### src/rtl/cfgs_pkg.sv
package cfgs_pkg;
  localparam int NREG = 6;
  localparam int IDXW = $clog2(NREG);

  localparam logic [3:0] DEV_ID     = 4'b1011;
  localparam logic [7:0] PTR_PRE_HI = 8'h02;
  localparam logic [7:0] PTR_PRE_LO = 8'h03;
  localparam logic [7:0] PTR_DAC_HI = 8'h08;
  localparam logic [7:0] PTR_DAC_LO = 8'h09;
  localparam logic [7:0] PTR_IDENT  = 8'h0D;
  localparam logic [7:0] PTR_OFS    = 8'h0E;
  localparam logic [7:0] PTR_RANGE  = 8'h37;
  localparam logic [7:0] PTR_COMMIT = 8'h3F;
  localparam int         IX_IDENT   = 4;

  typedef logic [NREG-1:0][7:0] img_t;

  typedef struct packed {
    logic            hit;
    logic [IDXW-1:0] idx;
  } slot_t;

  typedef enum logic [2:0] {ST_IDLE, ST_RX, ST_RX_ACK, ST_TX, ST_TX_ACK} bus_st_e;
  typedef enum logic [1:0] {K_ADDR, K_PTR, K_DATA} rx_kind_e;

  // Map a bus pointer onto a storage slot.
  function automatic slot_t slot_of(input logic [7:0] p);
    slot_t s;
    s.hit = 1'b1;
    case (p)
      PTR_PRE_HI: s.idx = IDXW'(0);
      PTR_PRE_LO: s.idx = IDXW'(1);
      PTR_DAC_HI: s.idx = IDXW'(2);
      PTR_DAC_LO: s.idx = IDXW'(3);
      PTR_IDENT:  s.idx = IDXW'(4);
      PTR_OFS:    s.idx = IDXW'(5);
      default: begin s.hit = 1'b0; s.idx = '0; end
    endcase
    return s;
  endfunction

  // Bits that exist in each slot.
  function automatic logic [7:0] byte_mask(input logic [IDXW-1:0] ix);
    case (ix)
      IDXW'(3): return 8'hC0;
      IDXW'(4): return 8'h0F;
      IDXW'(5): return 8'h1F;
      default:  return 8'hFF;
    endcase
  endfunction

  // Left-justified 10-bit code held in two bytes.
  function automatic logic [9:0] dac_code_of(input logic [7:0] hi, input logic [7:0] lo);
    return {hi, lo[7:6]};
  endfunction

  function automatic img_t factory_image(input logic [15:0] presc, input logic [9:0] dac,
                                         input logic [3:0] ident, input logic [4:0] rng);
    img_t f;
    f[0] = presc[15:8];
    f[1] = presc[7:0];
    f[2] = dac[9:2];
    f[3] = {dac[1:0], 6'b0};
    f[4] = {4'b0, ident};
    f[5] = {3'b0, rng};
    return f;
  endfunction
endpackage

### src/rtl/cfgs_line_sync.sv
module cfgs_line_sync #(
  parameter int STAGES = 2
) (
  input  logic clk,
  input  logic rst_n,
  input  logic scl_i,
  input  logic sda_i,
  output logic scl_s,
  output logic sda_s,
  output logic scl_rise,
  output logic scl_fall,
  output logic start_det,
  output logic stop_det
);
  logic [STAGES-1:0] scl_p, sda_p;
  logic scl_q, sda_q;

  always_ff @(posedge clk) begin
    if (!rst_n) begin
      scl_p <= '1;
      sda_p <= '1;
      scl_q <= 1'b1;
      sda_q <= 1'b1;
    end else begin
      scl_p <= {scl_p[STAGES-2:0], scl_i};
      sda_p <= {sda_p[STAGES-2:0], sda_i};
      scl_q <= scl_p[STAGES-1];
      sda_q <= sda_p[STAGES-1];
    end
  end

  assign scl_s     = scl_p[STAGES-1];
  assign sda_s     = sda_p[STAGES-1];
  assign scl_rise  = scl_s & ~scl_q;
  assign scl_fall  = ~scl_s & scl_q;
  assign start_det = scl_s & scl_q & sda_q & ~sda_s;
  assign stop_det  = scl_s & scl_q & ~sda_q & sda_s;
endmodule

### src/rtl/cfgs_nv_store.sv
module cfgs_nv_store import cfgs_pkg::*; #(
  parameter int   BUSY_CYC = 1000,
  parameter img_t FACTORY  = '0
) (
  input  logic            clk,
  input  logic            nv_init_n,
  input  logic            byte_we,
  input  logic [IDXW-1:0] byte_idx,
  input  logic [7:0]      byte_d,
  input  logic            bulk_we,
  input  img_t            bulk_d,
  output img_t            nv_img,
  output logic            busy
);
  localparam int CW = $clog2(BUSY_CYC + 1);
  logic [CW-1:0] remain;

  always_ff @(posedge clk) begin
    if (!nv_init_n) begin
      nv_img <= FACTORY;
      remain <= '0;
    end else begin
      if (bulk_we)      nv_img <= bulk_d;
      else if (byte_we) nv_img[byte_idx] <= byte_d;
      if (bulk_we || byte_we) remain <= CW'(BUSY_CYC);
      else if (remain != '0)  remain <= remain - 1'b1;
    end
  end

  assign busy = (remain != '0);

  // no programming request may reach the array while it is busy
  p_no_commit_when_busy_r8: assert property (@(posedge clk) disable iff (!nv_init_n)
    (byte_we || bulk_we) |-> !busy);
  // a bulk commit leaves the array busy
  p_busy_after_commit_r7: assert property (@(posedge clk) disable iff (!nv_init_n)
    bulk_we |=> busy);
  // the stored image moves only on a commit request
  p_img_stable_r4: assert property (@(posedge clk) disable iff (!nv_init_n)
    (!byte_we && !bulk_we) |=> $stable(nv_img));
endmodule

### src/rtl/cfgs_regbank.sv
module cfgs_regbank import cfgs_pkg::*; #(
  parameter logic [4:0] RANGE_CODE = 5'h12
) (
  input  logic       clk,
  input  logic       rst_n,
  input  img_t       nv_img,
  input  logic       wr_en,
  input  logic [7:0] wr_ptr,
  input  logic [7:0] wr_d,
  input  logic [7:0] rd_ptr,
  output logic [7:0] rd_d,
  output img_t       work
);
  slot_t ws, rs;
  assign ws = slot_of(wr_ptr);
  assign rs = slot_of(rd_ptr);

  always_ff @(posedge clk) begin
    if (!rst_n) work <= nv_img;
    else if (wr_en && ws.hit) work[ws.idx] <= wr_d & byte_mask(ws.idx);
  end

  always_comb begin
    if (rd_ptr == PTR_RANGE) rd_d = {3'b0, RANGE_CODE};
    else if (rs.hit)         rd_d = work[rs.idx];
    else                     rd_d = 8'h00;
  end
endmodule

### src/rtl/clkgen_cfg_slave.sv
module clkgen_cfg_slave import cfgs_pkg::*; #(
  parameter int          NV_BUSY_CYCLES = 1000,
  parameter int          SYNC_STAGES    = 2,
  parameter logic [4:0]  RANGE_CODE     = 5'h12,
  parameter logic [9:0]  DAC_DEFAULT    = 10'h200,
  parameter logic [15:0] PRESC_DEFAULT  = 16'h0000,
  parameter logic [3:0]  IDENT_DEFAULT  = 4'h0
) (
  input  logic        clk,
  input  logic        nv_init_n,
  input  logic        rst_n,
  input  logic        scl_i,
  input  logic        sda_i,
  output logic        sda_oe,
  output logic [15:0] presc_word,
  output logic [9:0]  dac_code,
  output logic [4:0]  offset_code
);
  localparam img_t FACTORY = factory_image(PRESC_DEFAULT, DAC_DEFAULT, IDENT_DEFAULT, RANGE_CODE);

  logic scl_s, sda_s, scl_rise, scl_fall, start_det, stop_det;
  img_t nv_img, work;
  logic nv_busy;
  logic [7:0] rd_d;

  bus_st_e    st;
  rx_kind_e   kind;
  logic [7:0] sh;
  logic [3:0] cnt;
  logic       rw;
  logic [7:0] ptr;

  // Named events for the checks and the commit paths.
  logic  byte_done, addr_hit, ack_now, data_wr, commit_req, nv_byte_we, wc;
  slot_t wslot;

  cfgs_line_sync #(.STAGES(SYNC_STAGES)) sync_i (
    .clk(clk), .rst_n(rst_n), .scl_i(scl_i), .sda_i(sda_i),
    .scl_s(scl_s), .sda_s(sda_s), .scl_rise(scl_rise), .scl_fall(scl_fall),
    .start_det(start_det), .stop_det(stop_det));

  assign wc        = work[IX_IDENT][3];
  assign addr_hit  = (sh[7:1] == {DEV_ID, work[IX_IDENT][2:0]});
  assign byte_done = (st == ST_RX) && scl_fall && (cnt == 4'd8);
  assign ack_now   = !nv_busy && ((kind != K_ADDR) || addr_hit);
  assign data_wr   = byte_done && (kind == K_DATA) && ack_now;
  assign commit_req = byte_done && (kind == K_PTR) && ack_now && (sh == PTR_COMMIT);
  assign wslot     = slot_of(ptr);
  assign nv_byte_we = data_wr && wslot.hit && (!wc || ptr == PTR_IDENT);

  cfgs_nv_store #(.BUSY_CYC(NV_BUSY_CYCLES), .FACTORY(FACTORY)) nv_i (
    .clk(clk), .nv_init_n(nv_init_n),
    .byte_we(nv_byte_we), .byte_idx(wslot.idx), .byte_d(sh & byte_mask(wslot.idx)),
    .bulk_we(commit_req), .bulk_d(work),
    .nv_img(nv_img), .busy(nv_busy));

  cfgs_regbank #(.RANGE_CODE(RANGE_CODE)) regs_i (
    .clk(clk), .rst_n(rst_n), .nv_img(nv_img),
    .wr_en(data_wr), .wr_ptr(ptr), .wr_d(sh),
    .rd_ptr(ptr), .rd_d(rd_d), .work(work));

  always_ff @(posedge clk) begin
    if (!rst_n) begin
      st <= ST_IDLE; kind <= K_ADDR; sh <= '0; cnt <= '0;
      rw <= 1'b0; ptr <= '0; sda_oe <= 1'b0;
    end else if (start_det) begin
      st <= ST_RX; kind <= K_ADDR; cnt <= '0; sda_oe <= 1'b0;
    end else if (stop_det) begin
      st <= ST_IDLE; sda_oe <= 1'b0;
    end else begin
      case (st)
        ST_RX: begin
          if (scl_rise && cnt < 4'd8) begin
            sh  <= {sh[6:0], sda_s};
            cnt <= cnt + 1'b1;
          end else if (byte_done) begin
            if (ack_now) begin
              sda_oe <= 1'b1;
              st     <= ST_RX_ACK;
              case (kind)
                K_ADDR:  rw  <= sh[0];
                K_PTR:   ptr <= sh;
                default: ptr <= ptr + 1'b1;
              endcase
            end else begin
              st <= ST_IDLE;
            end
          end
        end
        ST_RX_ACK: if (scl_fall) begin
          cnt <= '0;
          if (rw && kind == K_ADDR) begin
            st <= ST_TX; sh <= rd_d; sda_oe <= ~rd_d[7];
          end else begin
            st <= ST_RX; sda_oe <= 1'b0;
            kind <= (kind == K_ADDR) ? K_PTR : K_DATA;
          end
        end
        ST_TX: if (scl_fall) begin
          if (cnt == 4'd7) begin
            sda_oe <= 1'b0; st <= ST_TX_ACK; ptr <= ptr + 1'b1;
          end else begin
            sh <= {sh[6:0], 1'b0}; sda_oe <= ~sh[6]; cnt <= cnt + 1'b1;
          end
        end
        ST_TX_ACK: begin
          if (scl_rise && sda_s) st <= ST_IDLE;
          else if (scl_fall) begin
            st <= ST_TX; sh <= rd_d; sda_oe <= ~rd_d[7]; cnt <= '0;
          end
        end
        default: ;
      endcase
    end
  end

  assign presc_word  = {work[0], work[1]};
  assign dac_code    = dac_code_of(work[2], work[3]);
  assign offset_code = work[5][4:0];

  // the slave starts pulling the line low only while the clock is low
  p_drive_only_scl_low_r9: assert property (@(posedge clk) disable iff (!rst_n)
    $rose(sda_oe) |-> !scl_s);
  // a STOP leaves the data line released
  p_stop_release_r1: assert property (@(posedge clk) disable iff (!rst_n)
    stop_det |=> !sda_oe);
endmodule

### config.mk
export PLATFORM = sky130hd
export DESIGN_NAME = clkgen_cfg_slave
export DESIGN_NICKNAME = d
export VERILOG_FILES = /design/src/rtl/cfgs_pkg.sv /design/src/rtl/cfgs_line_sync.sv /design/src/rtl/cfgs_nv_store.sv /design/src/rtl/cfgs_regbank.sv /design/src/rtl/clkgen_cfg_slave.sv
export SDC_FILE = /design/constraint.sdc
export NUM_CORES = 1
export LEC_CHECK = 0
export ABC_CLOCK_PERIOD_IN_PS = 6200
export BUFFER_PORTS_ARGS = -buffer_cell sky130_fd_sc_hd__buf_2
export CAP_MARGIN = 20
export CORE_MARGIN = 1
export CORE_UTILIZATION = 35
export DETAILED_ROUTE_END_ITERATION = 6
export PLACE_DENSITY = 0.48
export REMOVE_ABC_BUFFERS = 1
export SETUP_SLACK_MARGIN = 0.02
export SYNTH_ARGS = -nofsm -noshare
export SYNTH_HDL_FRONTEND = slang
export SYNTH_SLANG_ARGS = --single-unit
export TNS_END_PERCENT = 5
### constraint.sdc
create_clock -name clk -period 6.2 [get_ports clk]
set_input_delay 1.24 -clock clk [delete_from_list [all_inputs] [get_ports clk]]
set_output_delay 1.24 -clock clk [all_outputs]
set_load 0.005 [all_outputs]
==> impl_metrics.env, run 1 <==
export IMPL_grt_ovfl_total=0
export IMPL_root_buffer="clkbuf_16"
export IMPL_yosysTopAreaCellShare_pct=24.1
export IMPL_dieArea_um2=22200
export IMPL_clockPowerShare_pct=45.0
export IMPL_worstSetupPathType="reg -> reg"
export IMPL_cts_sinks=139
export IMPL_power_frac_seq_pct=43.9
export IMPL_async_flop_share_pct=0
export IMPL_synth_largest_area_cell="dfxtp_1"
export IMPL_vias=6673
export IMPL_cp_max_fo=14
export IMPL_syn_avg_cell_area_um2=8.74
export IMPL_place_area_um2=7630
export IMPL_outcome="finished clean"
export IMPL_p_leak_nw=2.88
export IMPL_hold_class="reg -> reg"
export IMPL_grt_start_max_net_pins=50
export IMPL_finalSetupViolCount=0
export IMPL_cp_data_arrival_time_ps=3600
export IMPL_yosysMostFrequentCell="dfxtp_1"
export IMPL_min_period_ps=3460
export IMPL_rsz0062_at_grt="false"
export IMPL_finClkSkew_ps=19.1
export IMPL_cts_tree="done"
export IMPL_clock_latency_ps=440
export IMPL_grt_pass1_vias=6362
export IMPL_hold_depth=1
export IMPL_ys_warn_count=0
export IMPL_cts_buffers=17
export IMPL_min_from="sync_i.sda_p[0]"
export IMPL_critPathCaptureType="flip-flop"
export IMPL_yosysSeqAreaShare_pct=43.2
export IMPL_start_util_pct=35.8
export IMPL_first_pass_iters=5
export IMPL_min_to="sync_i.sda_p[1]"
export IMPL_stdcell_area_um2=8240
export IMPL_drc=0
export IMPL_p_int_mw=1.72
export IMPL_synth_seq_cells=139
export IMPL_tns_ps=0
export IMPL_ff2ff_setup_slack_ps=2740
export IMPL_path_clk_slew_ps=60
export IMPL_track_usage_pct=22.5
export IMPL_power_density_nw_per_um2=284
export IMPL_die_w_um=149
export IMPL_hold_viol=0
export IMPL_slew_headroom_pct=34.5
export IMPL_drt_initial_drc_count=563
export IMPL_slew_violations=0
export IMPL_routed_wl_um=24200
export IMPL_cts_resized=0
export IMPL_cp_required_ps=6340
export IMPL_place_congestion=0.964
export IMPL_ys_flop_type="dfxtp_1"
export IMPL_viasPerCell=5.92
export IMPL_n_antenna_cell=0
export IMPL_synthTopCellsByCount="dfxtp_1, o21ai_0, nand2_1, a21oi_1, nor2_1"
export IMPL_fin_nets=852
export IMPL_row_count=53
export IMPL_ys_top_cells_by_area="dfxtp_1, edfxtp_1, o21ai_0"
export IMPL_combPwrFrac_pct=11.1
export IMPL_synthCells=865
export IMPL_dp_hpwl_um=16700
export IMPL_worst_pin_slew_ps=983
export IMPL_switching_share_pct=26.7
export IMPL_rr_worst_depth=8
export IMPL_wl_per_cell_um=21.5
export IMPL_r2r_start="ptr[1]"
export IMPL_area_growth_pct=9.02
export IMPL_fmax_ghz=0.289
export IMPL_pin_count=37
export IMPL_h_tree_depth=4
export IMPL_crit_path_start_kind="flip-flop"
export IMPL_portBuffers=36
export IMPL_yosys_cell_types_count=85
export IMPL_p_switching_uw=626
export IMPL_clockBufferDepth=2
export IMPL_final_antenna_net_count=0
export IMPL_die_height_um=149
export IMPL_core_um2=21100
export IMPL_synth_edf_count=48
export IMPL_peakVddDrop_mv=0.123
export IMPL_grt_pass1_wl_um=37300
export IMPL_antenna_found_initial=0
export IMPL_drv_cap=0
export IMPL_syn_area_um2=7560
export IMPL_drive_gt1_share_pct=13.5
export IMPL_period_share_pct=55.8
export IMPL_reg2reg_to="regs_i.work[18]"
export IMPL_hold_buffers=0
export IMPL_post_cts_repair_setup_buffers=0
==> how the worst max path moves through the flow <==
stage                     cells after the start         endpoint  slack (ps)           start
after floorplan                               8            sh[0]        2750          ptr[1]
after global placement                        7   regs_i.work[3]        2710  nv_i.remain[0]
after detailed placement                      7  regs_i.work[19]        2600          ptr[1]
after CTS                                     7  regs_i.work[23]        2580          ptr[1]
after global routing                          8  regs_i.work[18]        2590          ptr[1]
final                                         8  regs_i.work[18]        2740          ptr[1]
==> kinds of logic after synthesis <==
| kind of cell | Yosys count | synth area share [%] |
|---|---|---|
| muxes | 9 | 1.22 |
| and+or+nand+nor | 294 | 21.2 |
| AOI/OAI and AO/OA | 269 | 22.6 |
| buffers and inverters | 138 | 9.58 |
| xor gates and xnor gates | 9 | 1.04 |
| adders and majority gates | 7 | 1.16 |
| DFF | 139 | 43.2 |
==> power by group through the flow <==
stage | clock network, mW | logic (mW) | registers [mW]
global route | 1.10 | 0.289 | 1.03
finish | 1.05 | 0.261 | 1.03
floorplan | 0 | 0.182 | 1.03
detailed placement | 0 | 0.258 | 1.05
CTS | 1.07 | 0.259 | 1.03
global placement | 0 | 0.248 | 1.05
==> worst max-delay path, stage by stage (launching register included) <==
cell and delay, ps:
dfxtp_1 350, inv_1 110, ha_1 500, nor3b_1 150
or4b_4 580, nand2_2 180, nand3_1 300, o21ai_0 690
clkbuf_2 300
==> layer usage <==
| metal | vias up | part of all wire, % | global-route usage [%] |
|---|---|---|---|
| met3 | 40 | 6.5 | 4.19 |
| met2 | 247 | 46 | 35.1 |
| li1 | 3088 | - | - |
| met5 | - | 0 | 0 |
| met1 | 3298 | 45 | 30.3 |
| met4 | 0 | 2.3 | 9.69 |
==> cell type report <==
class                      count  area (um^2)
fill                        2159        12800
multi-input combinational    588         3580
clock buffer                  18          429
sequential                   139         3260
clock inverter                14          170
tap                          275          344
inverter                      42          158
timing repair buffer          52          293
==> metrics by stage <==
step / utilization, % / hold slack, ps / power, mW / worst slack [ps] / std cells
3_5_place_dp: 36.2 / 421 / 1.30 / 2600 / 1093
3_3_place_gp: 36.1 / 403 / 1.30 / 2710 / 1091
2_1_floorplan: - / 386 / 1.21 / 2750 / 769
4_1_cts: 39.0 / 439 / 2.35 / 2580 / 1125
5_1_grt: 39.1 / 456 / 2.42 / 2590 / 1128
6_report: 39.1 / 438 / 2.34 / 2740 / 1128
==> cells in the final DEF, fill, tap and decap left out, types with 8 or more instances in the layout <==
cell,Yosys,routed
nor2_1,51,51
o221ai_1,9,9
buf_2,7,37
nand2_1,66,66
nor2b_1,18,18
nand3_1,44,44
dfxtp_1,91,91
clkbuf_16,0,17
edfxtp_1,48,48
buf_4,33,13
a31oi_1,28,28
a21oi_1,56,56
and3_1,8,8
inv_1,41,41
o21ai_0,76,76
o22ai_1,26,26
o31ai_1,10,10
nor3_1,24,24
a22oi_1,13,13
nand2b_1,20,20
==> registers in the layout, summed over array words and instances (netlist names) <==
name	count
sh	8
sync_i.sda_p	2
cnt	4
nv_i.remain	10
kind	2
regs_i.work	48
st	3
sync_i.scl_q	1
rw	1
sync_i.scl_p	2
sda_oe	1
ptr	8
sync_i.sda_q	1
nv_i.nv_img	48
(Power assumes the default switching activity.)
==> run 2: changes to the inputs <==
--- a/config.mk
+++ b/config.mk
@@ -5,7 +5,8 @@
 export SDC_FILE = /design/constraint.sdc
 export NUM_CORES = 1
 export LEC_CHECK = 0
-export ABC_CLOCK_PERIOD_IN_PS = 6200
+export ABC_AREA = 1
+export ABC_CLOCK_PERIOD_IN_PS = 3300
 export BUFFER_PORTS_ARGS = -buffer_cell sky130_fd_sc_hd__buf_2
 export CAP_MARGIN = 20
 export CORE_MARGIN = 1
==> constraint.sdc (replaced) <==
create_clock -name clk -period 3.3 [get_ports clk]
set_input_delay 0.66 -clock clk [delete_from_list [all_inputs] [get_ports clk]]
set_output_delay 0.66 -clock clk [all_outputs]
set_load 0.005 [all_outputs]
==> run 2 against run 1 <==
  * Sequential share of layout area fell by 1.6 points
  * Critical endpoint is now nv_i.nv_img[25]
  * Die area increased by 2.6%
  * First-iteration DRC count fell by 18%
  * Fmax increased by 34%
  * Cell count rose by 26%
  * Largest cell class unchanged
  * Combinational power increased by 140%
  * Synthesized cell count up 30%
  * Critical path depth increased by 4
  * Design area increased by 4.2%
  * Clock power grew 96%
==> impl_metrics.env, run 2 <==
export IMPL_n_antenna_cell=0
export IMPL_die_w_um=151
export IMPL_critPathCaptureType="flip-flop"
export IMPL_multi_input_area_um2=3630
export IMPL_ys_top_cells_by_area="dfxtp_1, edfxtp_1, nand2_1"
export IMPL_h_tree_depth=4
export IMPL_hold_class="reg -> reg"
export IMPL_path_clk_slew_ps=60
export IMPL_drt_initial_drc_count=459
export IMPL_synth_seq_cells=139
export IMPL_worstSetupPathType="reg -> reg"
export IMPL_yosysSeqAreaShare_pct=42.0
export IMPL_cts_buffers=17
export IMPL_crit_path_start_kind="flip-flop"
export IMPL_ys_flop_type="dfxtp_1"
export IMPL_yosys_cell_types_count=42
export IMPL_grt_start_max_net_pins=62
export IMPL_fmax_ghz=0.388
export IMPL_root_buffer="clkbuf_16"
export IMPL_ys_warn_count=0
export IMPL_vias=6858
export IMPL_syn_area_um2=7760
export IMPL_max_stage_delay_ps=540
export IMPL_cp_data_arrival_time_ps=2880
export IMPL_async_flop_share_pct=0
export IMPL_cp_num_buf_inv=3
export IMPL_outcome="finished clean"
export IMPL_yosysTopAreaCellShare_pct=23.5
export IMPL_wl_per_cell_um=16.0
export IMPL_ff2ff_setup_slack_ps=720
export IMPL_hold_viol=0
export IMPL_peakVddDrop_mv=0.260
export IMPL_grt_ovfl_total=0
export IMPL_die_height_um=151
export IMPL_row_count=54
export IMPL_track_usage_pct=20.9
export IMPL_routed_wl_um=22700
export IMPL_place_congestion=0.887
export IMPL_portBuffers=36
export IMPL_syn_avg_cell_area_um2=6.88
export IMPL_cp_max_fo=21
export IMPL_final_antenna_net_count=0
export IMPL_dr_wl_met3_um=773
export IMPL_layout_common_cells="nand2_1, nor2_1, inv_1"
export IMPL_finalSetupViolCount=0
export IMPL_rsz0062_at_grt="false"
export IMPL_worst_pin_slew_ps=727
export IMPL_viasPerCell=4.83
export IMPL_grt_pass1_vias=6252
export IMPL_clockBufferDepth=2
export IMPL_fillers=2304
export IMPL_pin_count=37
export IMPL_fin_nets=1139
export IMPL_cts_tree="done"
export IMPL_grt_pass1_wl_um=35600
export IMPL_clock_latency_ps=430
export IMPL_total_power_mw=4.62
export IMPL_fin_util_pct=39.5
export IMPL_post_cts_repair_setup_buffers=0
export IMPL_hold_buffers=0
export IMPL_drive_gt1_share_pct=11.3
export IMPL_min_period_ps=2580
export IMPL_dieArea_um2=22800
export IMPL_crit_top_cell="nand2_1"
export IMPL_dr_wl_met2_um=10500
export IMPL_start_util_pct=35.7
export IMPL_crit_slowest_cell="nand2_1"
export IMPL_p_leak_nw=3.78
export IMPL_cts_resized=0
export IMPL_reg_top3="nv_i.nv_img (48), regs_i.work (48), nv_i.remain (10)"
export IMPL_cp_required_ps=3600
export IMPL_area_growth_pct=10.6
export IMPL_period_share_pct=78.1
export IMPL_tns_ps=0
export IMPL_maxUsedRoutingLayer="met4"
export IMPL_yosysMostFrequentCell="nand2_1"
export IMPL_drv_cap=0
export IMPL_dp_hpwl_um=16100
export IMPL_ff_latch_area_um2=3260
export IMPL_synth_largest_area_cell="dfxtp_1"
export IMPL_drc=0
export IMPL_slew_violations=0
export IMPL_worstPathCellList="inv_1 > nand2_1 > nand2_1 > nor2_1 > nand2_1 > nand2_1 > nand2_1 > inv_1 > nand2_1 > clkinv_1 > nand2_1 > a21oi_1"
export IMPL_power_density_nw_per_um2=538
export IMPL_core_um2=21800
export IMPL_antenna_found_initial=0
export IMPL_cts_sinks=139
export IMPL_synthTopCellsByCount="nand2_1, nor2_1, inv_1, dfxtp_1, nand3_1"
export IMPL_synth_edf_count=48
export IMPL_critPathTopFamily="simple AND/OR/NAND/NOR gates"
export IMPL_layout_commonest_cell="nand2_1"
export IMPL_first_pass_iters=5
export IMPL_synthCells=1128
export IMPL_wl_met1_um=11100
export IMPL_finClkSkew_ps=11.7
export IMPL_slew_headroom_pct=51.4
## run 2: changes by cell type after synthesis, moves of 16 or more
cell / change
nor2b_1: -18
inv_1: +65
a31oi_1: -26
nand2b_1: -20
o22ai_1: -21
clkbuf_1: -27
nand2_1: +279
o21ai_0: -24
nor2_1: +123
nand3_1: +16
## run 2: final cells by class
cell class                      count  share of cell area, %
Tap cell                          280                   4.08
Multi-Input combinational cell    803                   42.3
Inverter                          119                   5.23
Clock inverter                     11                   1.82
Clock buffer                       21                   5.36
Sequential cell                   139                   38.0
Timing Repair Buffer               47                   3.21
## run 2: kinds of logic (layout without fill, tap and decap cells)
family	after synthesis	in the layout	synth area share, %
AND/OR/NAND/NOR	649	649	35.4
adder cells (fa/ha/maj)	7	7	1.13
buffers and inverters	186	198	11.2
XOR/XNOR	8	8	0.903
AO/OA/AOI/OAI	139	139	9.38
flip-flops	139	139	42.0
## run 2: path summary, 6_finish.rpt
path,cells past startpoint,endpoint,start
setup / recovery,12,nv_i.nv_img[25],sh[2]
hold / removal,1,sync_i.scl_p[1],sync_i.scl_p[0]
setup reg to reg,12,nv_i.nv_img[25],sh[2]
hold reg to reg,1,sync_i.scl_p[1],sync_i.scl_p[0]
## run 2: metrics by stage
stage	cell area (um^2)	instances	setup slack (ps)	hold WS (ps)
floorplan	7340	1061	868	393
global placement	7970	1388	748	407
detailed placement	7970	1388	713	408
CTS	8590	1420	706	402
global route	8590	1420	383	407
finish	8590	1420	721	413
## run 2: metal layers
metal / track usage (%) / vias to the layer above
li1: - / 3534
met1: 28.7 / 3177
met2: 33.2 / 124
met3: 3.61 / 23
met4: 6.25 / 0
met5: 0 / -
## run 2: power breakdown
part / internal [mW] / switching, mW / leakage [nW] / total, mW
Sequential: 1.85 / 0.0848 / 1.23 / 1.93
Combinational: 0.190 / 0.444 / 2.24 / 0.634
Clock: 1.24 / 0.813 / 0.303 / 2.06
==> run 3: changes to the inputs <==
--- a/config.mk
+++ b/config.mk
@@ -6,7 +6,7 @@
 export NUM_CORES = 1
 export LEC_CHECK = 0
 export ABC_AREA = 1
-export ABC_CLOCK_PERIOD_IN_PS = 3300
+export ABC_CLOCK_PERIOD_IN_PS = 2650
 export BUFFER_PORTS_ARGS = -buffer_cell sky130_fd_sc_hd__buf_2
 export CAP_MARGIN = 20
 export CORE_MARGIN = 1
==> constraint.sdc (replaced) <==
create_clock -name clk -period 2.65 [get_ports clk]
set_input_delay 0.53 -clock clk [delete_from_list [all_inputs] [get_ports clk]]
set_output_delay 0.53 -clock clk [all_outputs]
set_load 0.005 [all_outputs]
==> run 3 against run 2 <==
  * Worst setup slack lost 420 ps
  * Non-clock buffer count grew 20
  * Largest cell class unchanged
  * Power is 18% higher
  * Hold slack worse by 110 ps
==> impl_metrics.env, run 3 (synthesis gave the netlist of run 2 again) <==
export IMPL_track_usage_pct=21.2
export IMPL_slew_violations=0
export IMPL_cp_required_ps=2780
export IMPL_grt_start_max_net_pins=31
export IMPL_worst_pin_slew_ps=519
export IMPL_min_to="sync_i.sda_p[0]"
export IMPL_crit_path_start_kind="flip-flop"
export IMPL_combPwrFrac_pct=15.4
export IMPL_cp_max_fo=9
export IMPL_first_pass_iters=5
export IMPL_drv_cap=0
export IMPL_die_w_um=151
export IMPL_drive_gt1_share_pct=13.0
export IMPL_layout_common_cells="nand2_1, nor2_1, inv_1"
export IMPL_cts_tree="done"
export IMPL_wl_per_cell_um=15.7
export IMPL_p_int_mw=3.80
export IMPL_clockPowerShare_pct=40.8
export IMPL_power_frac_seq_pct=43.9
export IMPL_h_tree_depth=4
export IMPL_row_count=54
export IMPL_rsz0062_at_grt="false"
export IMPL_die_height_um=151
export IMPL_cts_buffers=17
export IMPL_r2r_start="ptr[0]"
export IMPL_switching_share_pct=30.5
export IMPL_drt_initial_drc_count=409
export IMPL_final_antenna_net_count=0
export IMPL_portBuffers=36
export IMPL_area_growth_pct=11.5
export IMPL_hold_class="in -> reg"
export IMPL_routed_wl_um=22600
export IMPL_grt_ovfl_total=0
export IMPL_power_density_nw_per_um2=632
export IMPL_outcome="finished clean"
export IMPL_fmax_ghz=0.426
export IMPL_rr_worst_depth=11
export IMPL_critPathCaptureType="flip-flop"
export IMPL_start_util_pct=35.7
export IMPL_min_period_ps=2350
export IMPL_fillers=2355
export IMPL_hold_viol=0
export IMPL_dieArea_um2=22800
export IMPL_path_clk_slew_ps=60
export IMPL_grt_pass1_vias=6641
export IMPL_p_leak_nw=3.82
export IMPL_drc=0
export IMPL_finClkSkew_ps=10.4
export IMPL_layout_commonest_cell="nand2_1"
export IMPL_pin_count=37
export IMPL_post_cts_repair_setup_buffers=0
export IMPL_tns_ps=0
export IMPL_hold_buffers=0
export IMPL_viasPerCell=4.86
export IMPL_root_buffer="clkbuf_16"
export IMPL_clockBufferDepth=2
export IMPL_n_antenna_cell=0
export IMPL_slew_headroom_pct=65.4
export IMPL_period_share_pct=88.6
export IMPL_grt_busiest_layer="met2"
export IMPL_dp_hpwl_um=16600
export IMPL_reg2reg_to="regs_i.work[44]"
export IMPL_reg_top3="nv_i.nv_img (48), regs_i.work (48), nv_i.remain (10)"
export IMPL_fin_nets=1159
export IMPL_antenna_found_initial=0
export IMPL_hold_depth=2
export IMPL_grtUsageMet2_pct=34.7
export IMPL_cts_sinks=139
export IMPL_total_power_mw=5.47
export IMPL_p_switching_mw=1.67
export IMPL_finalSetupViolCount=0
export IMPL_ff2ff_setup_slack_ps=300
export IMPL_vias=6997
export IMPL_grt_pass1_wl_um=36300
export IMPL_met1_usage_pct=28.3
export IMPL_use_met3_pct=3.86
export IMPL_clock_latency_ps=430
export IMPL_min_from="sda_i"
export IMPL_core_um2=21800
export IMPL_place_congestion=0.861
export IMPL_peakVddDrop_mv=0.377
export IMPL_worstSetupPathType="reg -> reg"
export IMPL_cp_data_arrival_time_ps=2480
==> run 3: cell count changes in the layout (fill, tap and decap cells not counted), sizes merged <==
cell      previous run  this run
clkbuf              21        20
inv                121       122
clkinvlp             0         3
buf                 47        67
bufinv               3         0
==> run 3: per-layer routing <==
layer  vias up  routed length [um]  part of all wire, %
met4         0                 336                  1.5
li1       3588                   -                    -
met1      3231               10800                   48
met2       151               10600                   47
met5         -                   0                    0
met3        27                 908                  4.0
==> run 3: repair_timing <==
action,4_1_cts,5_1_grt
hold endpoints to repair,0,0
setup endpoints to repair,0,22
resized for setup,0,5
==> run 3: power by group through the flow <==
stage          registers (mW)  clock network, mW  logic [mW]
6_report                 2.40               2.23       0.839
5_1_grt                  2.41               2.37       0.952
4_1_cts                  2.40               2.29       0.839
3_5_place_dp             2.44                  0       0.837
3_3_place_gp             2.45                  0       0.842
2_1_floorplan            2.41                  0       0.525
==> run 3: layout make-up <==
| cell class | instances | area (um^2) | share of cell area (%) |
|---|---|---|---|
| Clock inverter | 12 | 87.6 | 1.01 |
| Clock buffer | 20 | 447 | 5.16 |
| Tap cell | 280 | 350 | 4.05 |
| Timing Repair Buffer | 67 | 413 | 4.77 |
| Multi-Input combinational cell | 803 | 3640 | 42.1 |
| Sequential cell | 139 | 3260 | 37.7 |
| Inverter | 119 | 452 | 5.22 |
==> run 3: worst max-delay path by stage <==
stage / start / end / depth (start not counted)
finish: ptr[0] / regs_i.work[44] / 11
floorplan: ptr[0] / regs_i.work[0] / 9
detailed placement: ptr[0] / regs_i.work[35] / 9
global route: ptr[0] / nv_i.remain[2] / 13
global placement: ptr[0] / regs_i.work[38] / 9
CTS: ptr[0] / regs_i.work[36] / 9
==> run 3: metrics by stage <==
step / utilization, % / std cells / worst slack (ps) / hold WS (ps) / cell area, um^2
2_1_floorplan: - / 1061 / 218 / 393 / 7340
3_3_place_gp: 37.3 / 1408 / 123 / 413 / 8110
3_5_place_dp: 37.3 / 1408 / 118 / 402 / 8110
4_1_cts: 39.7 / 1440 / 95.2 / 289 / 8640
5_1_grt: 39.8 / 1440 / 73.4 / 292 / 8650
6_report: 39.8 / 1440 / 301 / 302 / 8650
==> run 3: worst max-delay path: stages (launching register included) <==
cell and delay (ps):
dfxtp_1 340, inv_1 130, ha_1 160, inv_1 40
nand2_1 50, nand2_1 70, nor2_2 200, inv_2 130
nand3_2 190, nand2_4 100, o21ai_0 380, buf_4 270
